### src/rtl/sbr_pkg.sv
package sbr_pkg;
  localparam int HDR_BYTES = 4;
  localparam logic [7:0] READ_OPCODE = 8'h03;

  // piece length: remaining bytes capped at the per-transaction payload limit
  function automatic int unsigned piece_len(input int unsigned remaining,
                                            input int unsigned limit);
    return (remaining > limit) ? limit : remaining;
  endfunction

  // header byte by position: opcode, then address high to low
  function automatic logic [7:0] hdr_byte(input int unsigned idx,
                                          input logic [23:0] addr);
    case (idx)
      0:       return READ_OPCODE;
      1:       return addr[23:16];
      2:       return addr[15:8];
      default: return addr[7:0];
    endcase
  endfunction
endpackage

### src/rtl/sbr_shifter.sv
module sbr_shifter #(
  parameter int DIV = 2
) (
  input  logic       clk,
  input  logic       rst_n,
  input  logic       go,
  input  logic [7:0] tx,
  input  logic       miso,
  output logic       sclk,
  output logic       mosi,
  output logic [7:0] rx,
  output logic       byte_done,
  output logic       active
);
  localparam int CW = (DIV > 1) ? $clog2(DIV) : 1;

  logic [CW-1:0] cnt;
  logic          half;
  logic [2:0]    bitn;
  logic [7:0]    tsh;

  always_ff @(posedge clk or negedge rst_n) begin
    if (!rst_n) begin
      active    <= 1'b0;
      half      <= 1'b0;
      cnt       <= '0;
      bitn      <= '0;
      tsh       <= '0;
      rx        <= '0;
      byte_done <= 1'b0;
    end else begin
      byte_done <= 1'b0;
      if (go && !active) begin
        active <= 1'b1;
        tsh    <= tx;
        bitn   <= 3'd7;
        half   <= 1'b0;
        cnt    <= '0;
      end else if (active) begin
        if (cnt == CW'(DIV - 1)) begin
          cnt <= '0;
          if (!half) begin
            half <= 1'b1;
            rx   <= {rx[6:0], miso};
          end else begin
            half <= 1'b0;
            tsh  <= {tsh[6:0], 1'b0};
            if (bitn == 3'd0) begin
              active    <= 1'b0;
              byte_done <= 1'b1;
            end else begin
              bitn <= bitn - 3'd1;
            end
          end
        end else begin
          cnt <= cnt + CW'(1);
        end
      end
    end
  end

  assign sclk = half;
  assign mosi = active & tsh[7];

  AST_GO_WHEN_IDLE: assert property (@(posedge clk) disable iff (!rst_n)
    go |-> !active);
endmodule

### src/rtl/sbr_fifo.sv
module sbr_fifo #(
  parameter int DEPTH = 64
) (
  input  logic                       clk,
  input  logic                       rst_n,
  input  logic                       push,
  input  logic [7:0]                 wdata,
  input  logic                       pop,
  output logic [7:0]                 rdata,
  output logic [$clog2(DEPTH+1)-1:0] level
);
  localparam int PW = $clog2(DEPTH);
  localparam int LW = $clog2(DEPTH + 1);

  logic [7:0]    mem [DEPTH];
  logic [PW-1:0] wp, rp;

  always_ff @(posedge clk) begin
    if (push) mem[wp] <= wdata;
  end

  always_ff @(posedge clk or negedge rst_n) begin
    if (!rst_n) begin
      wp    <= '0;
      rp    <= '0;
      level <= '0;
    end else begin
      if (push) wp <= (wp == PW'(DEPTH - 1)) ? '0 : wp + PW'(1);
      if (pop)  rp <= (rp == PW'(DEPTH - 1)) ? '0 : rp + PW'(1);
      level <= level + LW'(push) - LW'(pop);
    end
  end

  assign rdata = mem[rp];

  AST_FIFO_NO_OVF: assert property (@(posedge clk) disable iff (!rst_n)
    push |-> (level < LW'(DEPTH)));
  AST_FIFO_NO_UNF: assert property (@(posedge clk) disable iff (!rst_n)
    pop |-> (level != '0));
endmodule

### src/rtl/spi_bulk_reader.sv
module spi_bulk_reader
  import sbr_pkg::*;
#(
  parameter int LEN_W      = 16,
  parameter int DST_W      = 16,
  parameter int FIFO_DEPTH = 64,
  parameter int SCK_DIV    = 2,
  parameter int GAP_CYCLES = 100
) (
  input  logic             clk,
  input  logic             rst_n,
  input  logic             start,
  input  logic [23:0]      src_addr_i,
  input  logic [LEN_W-1:0] len_i,
  input  logic [DST_W-1:0] dst_i,
  output logic             busy,
  output logic             done,
  output logic             wr_en,
  output logic [DST_W-1:0] wr_addr,
  output logic [7:0]       wr_data,
  output logic             spi_sclk,
  output logic             spi_cs_n,
  output logic             spi_mosi,
  input  logic             spi_miso
);
  localparam int MAX_PIECE = FIFO_DEPTH - HDR_BYTES;
  localparam int CW        = $clog2(FIFO_DEPTH + 1);
  localparam int GW        = $clog2(GAP_CYCLES + 1);

  typedef enum logic [2:0] {S_IDLE, S_LOAD, S_XFER, S_FILL, S_DRAIN} state_t;

  state_t           state;
  logic [23:0]      faddr;
  logic [LEN_W-1:0] rem;
  logic [DST_W-1:0] dptr;
  logic [CW-1:0]    piece, issued, got, popped;
  logic [GW-1:0]    gap_q;
  logic             cs_q, done_q;

  // events brought out for the checks
  logic          sh_go, sh_done, sh_active;
  logic [7:0]    sh_tx, sh_rx, fifo_rd;
  logic [CW-1:0] fifo_lvl, total;
  logic          fifo_pop, gap_ok, last_pop, accept;

  assign total    = CW'(HDR_BYTES) + piece;
  assign gap_ok   = (gap_q >= GW'(GAP_CYCLES));
  assign accept   = start && (state == S_IDLE);
  assign sh_go    = (state == S_XFER) && !sh_active && (issued < total);
  assign sh_tx    = (issued < CW'(HDR_BYTES)) ? hdr_byte(32'(issued), faddr) : 8'h00;
  assign fifo_pop = (state == S_DRAIN);
  assign last_pop = fifo_pop && (popped == total - CW'(1));

  sbr_shifter #(.DIV(SCK_DIV)) u_shift (
    .clk(clk), .rst_n(rst_n), .go(sh_go), .tx(sh_tx), .miso(spi_miso),
    .sclk(spi_sclk), .mosi(spi_mosi), .rx(sh_rx), .byte_done(sh_done),
    .active(sh_active)
  );

  sbr_fifo #(.DEPTH(FIFO_DEPTH)) u_fifo (
    .clk(clk), .rst_n(rst_n), .push(sh_done), .wdata(sh_rx),
    .pop(fifo_pop), .rdata(fifo_rd), .level(fifo_lvl)
  );

  always_ff @(posedge clk or negedge rst_n) begin
    if (!rst_n) begin
      state  <= S_IDLE;
      faddr  <= '0;
      rem    <= '0;
      dptr   <= '0;
      piece  <= '0;
      issued <= '0;
      got    <= '0;
      popped <= '0;
      gap_q  <= '0;
      cs_q   <= 1'b1;
      done_q <= 1'b0;
    end else begin
      done_q <= 1'b0;
      if (cs_q && !gap_ok) gap_q <= gap_q + GW'(1);
      if (sh_go) issued <= issued + CW'(1);
      if (wr_en) dptr <= dptr + DST_W'(1);
      case (state)
        S_IDLE: if (accept) begin
          if (len_i == '0) begin
            done_q <= 1'b1;
          end else begin
            faddr <= src_addr_i;
            rem   <= len_i;
            dptr  <= dst_i;
            gap_q <= GW'(GAP_CYCLES);
            state <= S_LOAD;
          end
        end
        S_LOAD: begin
          piece <= CW'(piece_len(32'(rem), MAX_PIECE));
          if (gap_ok) begin
            issued <= '0;
            got    <= '0;
            cs_q   <= 1'b0;
            state  <= S_XFER;
          end
        end
        S_XFER: if (sh_done) begin
          got <= got + CW'(1);
          if (got == total - CW'(1)) begin
            cs_q  <= 1'b1;
            gap_q <= '0;
            state <= S_FILL;
          end
        end
        S_FILL: if (fifo_lvl >= total) begin
          popped <= '0;
          state  <= S_DRAIN;
        end
        S_DRAIN: begin
          popped <= popped + CW'(1);
          if (last_pop) begin
            faddr <= faddr + 24'(piece);
            rem   <= rem - LEN_W'(piece);
            if (rem == LEN_W'(piece)) begin
              done_q <= 1'b1;
              state  <= S_IDLE;
            end else begin
              state <= S_LOAD;
            end
          end
        end
        default: state <= S_IDLE;
      endcase
    end
  end

  assign busy     = (state != S_IDLE);
  assign done     = done_q;
  assign spi_cs_n = cs_q;
  assign wr_en    = fifo_pop && (popped >= CW'(HDR_BYTES));
  assign wr_addr  = dptr;
  assign wr_data  = fifo_rd;

  AST_WR_CS_HIGH: assert property (@(posedge clk) disable iff (!rst_n)
    wr_en |-> spi_cs_n);
  AST_PIECE_LIMIT: assert property (@(posedge clk) disable iff (!rst_n)
    (state == S_XFER) |-> (piece != '0 && piece <= CW'(MAX_PIECE)));
  AST_CS_GAP: assert property (@(posedge clk) disable iff (!rst_n)
    $fell(spi_cs_n) |-> $past(gap_q) >= GW'(GAP_CYCLES));
  AST_DONE_NOT_BUSY: assert property (@(posedge clk) disable iff (!rst_n)
    done |-> !busy);
  AST_ZERO_LEN: assert property (@(posedge clk) disable iff (!rst_n)
    (start && !busy && len_i == '0) |=> (done && spi_cs_n));
  AST_MOSI_QUIET: assert property (@(posedge clk) disable iff (!rst_n)
    (sh_active && issued > CW'(HDR_BYTES)) |-> !spi_mosi);
  AST_DRAIN_FULL: assert property (@(posedge clk) disable iff (!rst_n)
    $rose(fifo_pop) |-> fifo_lvl == total);
endmodule

### config.mk
export PLATFORM = sky130hd
export DESIGN_NAME = spi_bulk_reader
export DESIGN_NICKNAME = d
export VERILOG_FILES = /design/src/rtl/sbr_pkg.sv /design/src/rtl/sbr_shifter.sv /design/src/rtl/sbr_fifo.sv /design/src/rtl/spi_bulk_reader.sv
export SDC_FILE = /design/constraint.sdc
export NUM_CORES = 1
export LEC_CHECK = 0
export BUFFER_PORTS_ARGS = -buffer_cell sky130_fd_sc_hd__clkbuf_2
export CORE_UTILIZATION = 50
export CTS_CLUSTER_SIZE = 10
export DETAILED_ROUTE_END_ITERATION = 16
export HOLD_SLACK_MARGIN = 0.02
export PLACE_DENSITY = 0.71
export SLEW_MARGIN = 20
export SYNTH_ARGS = -nofsm -noshare
export SYNTH_HDL_FRONTEND = slang
export SYNTH_SLANG_ARGS = --single-unit
### constraint.sdc
create_clock -name clk -period 3.2 [get_ports clk]
set_input_delay 0 -clock clk [delete_from_list [all_inputs] [get_ports clk]]
set_output_delay 0 -clock clk [all_outputs]
set_load 0.03 [all_outputs]
==> results.tsv, run 1 <==
metric	value	unit
fmax	304.7	MHz
peakVddDrop	672.4	uV
synth_seq_cells	650	
worstPathRequired	3.20	ns
routedWlPerCell	24.24	um
rsz0062_at_grt	true	
cts.path.max_buffers	3	
final_cell_mix	512 x edfxtp_1, 168 x mux4_2, 152 x nor2_1	
cp.arrival	3.28	ns
seq_area_frac_synth	66.37	%
cts_sinks	650	
dieArea	57700	um2
htreeDepth	3	
antenna_found_initial	3	
syn2layout_area_growth	17.35	%
criticalPathCategory	register to output pin	
grt_util_all_layers	24.21	%
dr.pass1.iters	8	
crit_path_frequent_cell	mux4_2	
synth_area	28370	um2
yosysWarnings	0	
initial_core_util	51.00	%
cts_buffers	75	
place_area	30050	um2
die_h	240.2	um
die_x	240.2	um
timing.rr.end	done	
setup_viol	8	
skew	0.03720	ns
start_kind	register	
io_buffers	89	
p_leak	11.60	nW
min_to	wr_addr[11]	
drt_iter0_drc	1679	
status	finished, violations left	
startpoint	u_fifo.rp[0]	
drive_gt1_share	23.27	%
yosys_most_used_dff	edfxtp_1	
avgSynthCellArea	16.07	um2
share_seq_of_total_power	44.1	%
rrSetupSlack	0.23	ns
fin_crit_sh	102.5	%
violations	setup timing	
hold_viol	0	
max_slew_margin	32.49	%
fin_area	33290	um2
gr-total-overflow	0	
clock_latency	0.63	ns
hold_path.class	input port to register	
hp-start	dst_i[11]	
holdPathStages	4	
final.setup.worst_slack	-0.08156	ns
p_sw_share	32.97	%
gp_congestion	0.9088	
grt_first_pass_wirelength	102900	um
cts.clk_slew.worst_paths	0.06	ns
nNetsFinal	2110	
cap_violations	0	
ant_nets	0	
combinationalPowerShare	28.8	%
slew_violations	0	
critPathMaxStageDelay	0.56	ns
dp.cells	2588	
final_common_cell	edfxtp_1	
wl	67610	um
syn_nets	1879	
final_util	59.85	%
power.density	853.8	nW/um2
p_clk_share	27.1	%
avgViaCountPerCell	6.054	
instances_no_fill	2789	
path_max_fanout	8	
first_global_vias	16850	
synth_edf_count	512	
period_minus_slack	3.282	ns
switchingPower	9.371	mW
dp_hpwl	41860	um
worstPathCellList	buf_4, buf_12, mux4_2, mux4_2, mux4_2, buf_8	
dr_total_vias	16886	
p_int	19.05	mW
grt_max_degree	67	
synthCells	1765	
root_buffer	clkbuf_16	
endpoint_kind	output pin	
cpMaxStageDelayCell	mux4_2	
r2r_start	piece[2]	
row_count	86	
yosysUniqueCellTypes	80	
pin_count	90	
drc	0	
core-area	55630	um2
tritoncts	built	
diodes	0	
hold_ws	0.1318	ns
worst_pin_slew	1.009	ns
async_reset_ff_share	21.23	%
dp_slack	0.3081	ns
reg2reg_depth	8	
## per-layer routing
layer | track usage (%) | wire (um) | vias up
met3 | 5.511 | 5338 | 175
li1 | - | - | 7351
met5 | 0 | 28 | -
met2 | 38.67 | 32690 | 783
met1 | 32.90 | 27410 | 8573
met4 | 8.222 | 2151 | 4
## cells by family after synthesis
kind of cell    Yosys count  share of synthesized area, %
flops                   650                         66.37
simple gates            437                         7.273
compound gates          236                         5.526
mux                     190                         14.15
buf+inv                 135                         1.985
xor+xnor                 63                         2.232
fa+ha+maj                54                         2.461
## critical path: cells and delay by family (launching register included)
family,cells,cell delay [ns]
muxes,3,1.64
buffers and inverters,3,0.48
DFF,1,0.51
## cells in the mapped netlist, types with 4 or more instances
| master | count | area (um2) |
|---|---|---|
| xnor2_1 | 35 | 306.5 |
| nand4_1 | 24 | 150.1 |
| a31oi_1 | 14 | 87.58 |
| nor2b_1 | 13 | 81.33 |
| xor2_1 | 21 | 183.9 |
| edfxtp_1 | 512 | 15370 |
| buf_1 | 12 | 45.04 |
| buf_2 | 21 | 105.1 |
| o311ai_0 | 4 | 35.03 |
| clkbuf_1 | 46 | 172.7 |
| nor2_1 | 153 | 574.3 |
| o32a_1 | 7 | 70.07 |
| mux4_2 | 168 | 3784 |
| inv_1 | 49 | 183.9 |
| nand2_1 | 111 | 416.7 |
| a22o_1 | 4 | 35.03 |
| dfrtp_1 | 137 | 3428 |
| nand3_1 | 32 | 160.2 |
| o31ai_1 | 7 | 52.55 |
| a21o_1 | 10 | 75.07 |
| ha_1 | 51 | 638.1 |
| nor3b_1 | 4 | 30.03 |
| o21a_1 | 8 | 60.06 |
| a311oi_1 | 5 | 43.79 |
| o22ai_1 | 11 | 68.82 |
| or3_1 | 5 | 31.28 |
| and3_1 | 10 | 62.56 |
| and2_1 | 11 | 68.82 |
| mux2_2 | 9 | 101.4 |
| nor3_1 | 37 | 185.2 |
| nand2b_1 | 13 | 81.33 |
| o21ai_0 | 55 | 275.3 |
| a31o_2 | 4 | 35.03 |
| a21oi_1 | 64 | 320.3 |
| a211oi_1 | 5 | 37.54 |
| a222oi_1 | 5 | 50.05 |
| nor4_1 | 8 | 50.05 |
| mux2i_1 | 13 | 130.1 |
## how the worst max path moves through the flow
| stage | slack (ns) | endpoint | depth (start not counted) |
|---|---|---|---|
| after CTS | -0.09 | wr_data[6] | 5 |
| after floorplan | 0.51 | u_fifo.level[6] | 16 |
| after detailed placement | 0.31 | faddr[0] | 9 |
| after global routing | -0.14 | wr_data[0] | 6 |
| final | -0.08 | wr_data[5] | 6 |
| after global placement | 0.37 | faddr[0] | 9 |
## what timing repair did
action,in CTS,in global routing
gates resized for setup,31,8
setup endpoints to repair,8,8
hold buffers,65,0
cloned,6,1
endpoints found under the hold margin,197,0
setup buffers,7,0
## metrics by stage
stage / TNS (ns) / total power [mW]
floorplan: 0 / 17.39
global placement: 0 / 19.83
CTS: -0.5874 / 28.45
finish: -0.5677 / 28.43
global route: -1.056 / 29.67
detailed placement: 0 / 20.11
## state kept, by name, summed over array words and instances (netlist names), 6 cells and up
register / count
popped: 7
rem: 16
u_shift.rx: 8
wr_addr: 16
u_fifo.rp: 6
piece: 7
faddr: 24
issued: 7
u_fifo.mem: 512
u_fifo.level: 7
u_fifo.wp: 6
gap_q: 7
u_shift.tsh: 8
got: 7
## cell type report
class	instances	area [um2]
inverter	51	191.4
timing repair buffer	238	2135
clock buffer	114	2023
sequential	650	18870
fill	4052	22340
tap	748	935.9
multi-input combinational	980	8980
clock inverter	8	160.2
## power by group through the flow
stage	registers (mW)	clock network, mW	logic [mW]
floorplan	12.0	0	5.37
global placement	12.6	0	7.26
detailed placement	12.7	0	7.42
CTS	12.5	7.83	8.10
global route	12.7	8.17	8.79
finish	12.5	7.69	8.19
No activity file was read; power rests on OpenSTA's default activity.
==> run 2: changes to the inputs <==
--- a/config.mk
+++ b/config.mk
@@ -6,6 +6,7 @@
 export NUM_CORES = 1
 export LEC_CHECK = 0
 export BUFFER_PORTS_ARGS = -buffer_cell sky130_fd_sc_hd__clkbuf_2
+export CORE_MARGIN = 3
 export CORE_UTILIZATION = 50
 export CTS_CLUSTER_SIZE = 10
 export DETAILED_ROUTE_END_ITERATION = 16
==> results.tsv, run 2 (synthesis results as in run 1) <==
metric	value	unit
setup_viol	8	
wl	70690	um
hold_viol	0	
cap_violations	0	
slew_violations	0	
final_util	60.01	%
share_seq_of_total_power	43.6	%
reg2reg_depth	8	
die_h	244.2	um
p_leak	11.66	nW
wl_met2	35060	um
drc	0	
grt_util_all_layers	23.83	%
syn2layout_area_growth	17.68	%
htreeDepth	3	
p_int	19.26	mW
place_area	30180	um2
largest_reg_flops	512	
hp-start	dst_i[14]	
cts.path.max_buffers	3	
p_sw_share	32.77	%
critPathMaxStageDelay	0.58	ns
io_buffers	89	
cts_buffers	76	
first_global_vias	17323	
switchingPower	9.387	mW
die_x	244.2	um
fmax	305.7	MHz
met1_length	27880	um
worstPathCellList	buf_12, buf_16, mux4_2, mux4_2, mux4_2, buf_8	
root_buffer	clkbuf_16	
violations	setup timing	
gr-total-overflow	0	
pin_count	90	
cts.clk_slew.worst_paths	0.05	ns
top_layer	met4	
path_max_fanout	8	
combinationalPowerShare	28.9	%
cpMaxStageDelayCell	mux4_2	
grt_first_pass_wirelength	107700	um
status	finished, violations left	
route.met3.wl	5721	um
clock_latency	0.62	ns
criticalPathCategory	register to output pin	
final_cell_mix	512 x edfxtp_1, 168 x mux4_2, 152 x nor2_1	
fin_crit_sh	102.2	%
skew	0.02272	ns
crit_path_frequent_cell	mux4_2	
cts_sinks	650	
initial_core_util	51.00	%
fin_area	33390	um2
core-area	55630	um2
final_common_cell	edfxtp_1	
worstPathRequired	3.20	ns
min_to	wr_addr[14]	
start_kind	register	
row_count	86	
final.setup.worst_slack	-0.07164	ns
drive_gt1_share	23.83	%
drt_iter0_drc	1996	
holdPathStages	4	
peakVddDrop	574.7	uV
dieArea	59630	um2
rsz0062_at_grt	true	
tritoncts	built	
nNetsFinal	2115	
endpoint_kind	output pin	
worst_pin_slew	0.9752	ns
r2r_start	piece[2]	
dr.pass1.iters	5	
max_slew_margin	34.74	%
largestRegisters	u_fifo.mem x512, faddr x24	
gp_congestion	0.9239	
period_minus_slack	3.272	ns
ant_nets	0	
top_register	u_fifo.mem	
power.density	858.0	nW/um2
rrSetupSlack	0.15	ns
hold_path.class	input port to register	
grt_max_degree	67	
avgViaCountPerCell	6.132	
power.total	28.65	mW
timing.rr.end	done	
dr_total_vias	17127	
routedWlPerCell	25.31	um
cp.arrival	3.27	ns
antenna_found_initial	1	
dp_hpwl	43530	um
p_clk_share	27.4	%
[run 2: cell count changes in the layout (fill, tap and decap cells not counted), sizes merged]
cell | before | now
buf | 89 | 99
bufinv | 0 | 1
clkbuf | 199 | 195
clkinv | 5 | 4
diode | 0 | 1
dlygate4sd3 | 64 | 61
[run 2: metrics by stage]
stage | setup slack, ns | setup TNS, ns | hold slack (ns) | cells
finish | -0.07164 | -0.2706 | 0.1344 | 2793
global route | -0.1143 | -0.6890 | 0.1389 | 2792
CTS | -0.09658 | -0.6179 | 0.09375 | 2791
detailed placement | 0.1852 | 0 | 0.06316 | 2597
global placement | 0.2409 | 0 | 0.05649 | 2597
floorplan | 0.5117 | 0 | -0.2956 | 1765
[run 2: metal layers]
| metal | vias to the layer above | track usage, % |
|---|---|---|
| li1 | 7353 | - |
| met1 | 8741 | 33.45 |
| met2 | 893 | 38.69 |
| met3 | 140 | 4.068 |
| met4 | 0 | 7.180 |
| met5 | - | 0 |
[run 2: area by class of cell]
| class | instances | area, um2 |
|---|---|---|
| diodes | 1 | 2.502 |
| clock buffers | 113 | 2072 |
| clock inverters | 8 | 146.4 |
| fillers | 4051 | 22250 |
| inverters | 51 | 191.4 |
| multi-input cells | 980 | 8985 |
| flip-flops and latches | 650 | 18870 |
| well taps | 748 | 935.9 |
| repair buffers | 242 | 2185 |
[run 2: how the worst max path moves through the flow]
stage,to,from,depth (start not counted),slack (ns)
after floorplan,u_fifo.level[6],state[0],16,0.51
after global placement,wr_data[1],u_fifo.rp[0],5,0.24
after detailed placement,wr_data[1],u_fifo.rp[0],5,0.19
after CTS,wr_data[1],u_fifo.rp[0],6,-0.1
after global routing,wr_data[1],u_fifo.rp[0],6,-0.11
final,wr_data[1],u_fifo.rp[0],6,-0.07
[run 2: repair_timing]
action / 4_1_cts / 5_1_grt
setup endpoints to repair: 8 / 12
endpoints found under the hold margin: 201 / 0
hold buffers: 62 / 0
gates cloned: 2 / 2
pin swaps: 0 / 0
buffers inserted: 9 / 0
gates resized for setup: 23 / 12
[run 2: power by group through the flow]
| stage | sequential [mW] | clock [mW] | combinational, mW |
|---|---|---|---|
| global route | 12.7 | 8.33 | 8.90 |
| floorplan | 12.0 | 0 | 5.37 |
| finish | 12.5 | 7.86 | 8.29 |
| global placement | 12.6 | 0 | 7.30 |
| detailed placement | 12.7 | 0 | 7.50 |
| CTS | 12.5 | 7.98 | 8.15 |
[run 2: worst max-delay path, delay by kind of cell (launching register included)]
kind | cells | cell delay [ns]
buf+inv | 3 | 0.49
flops | 1 | 0.46
mux | 3 | 1.70
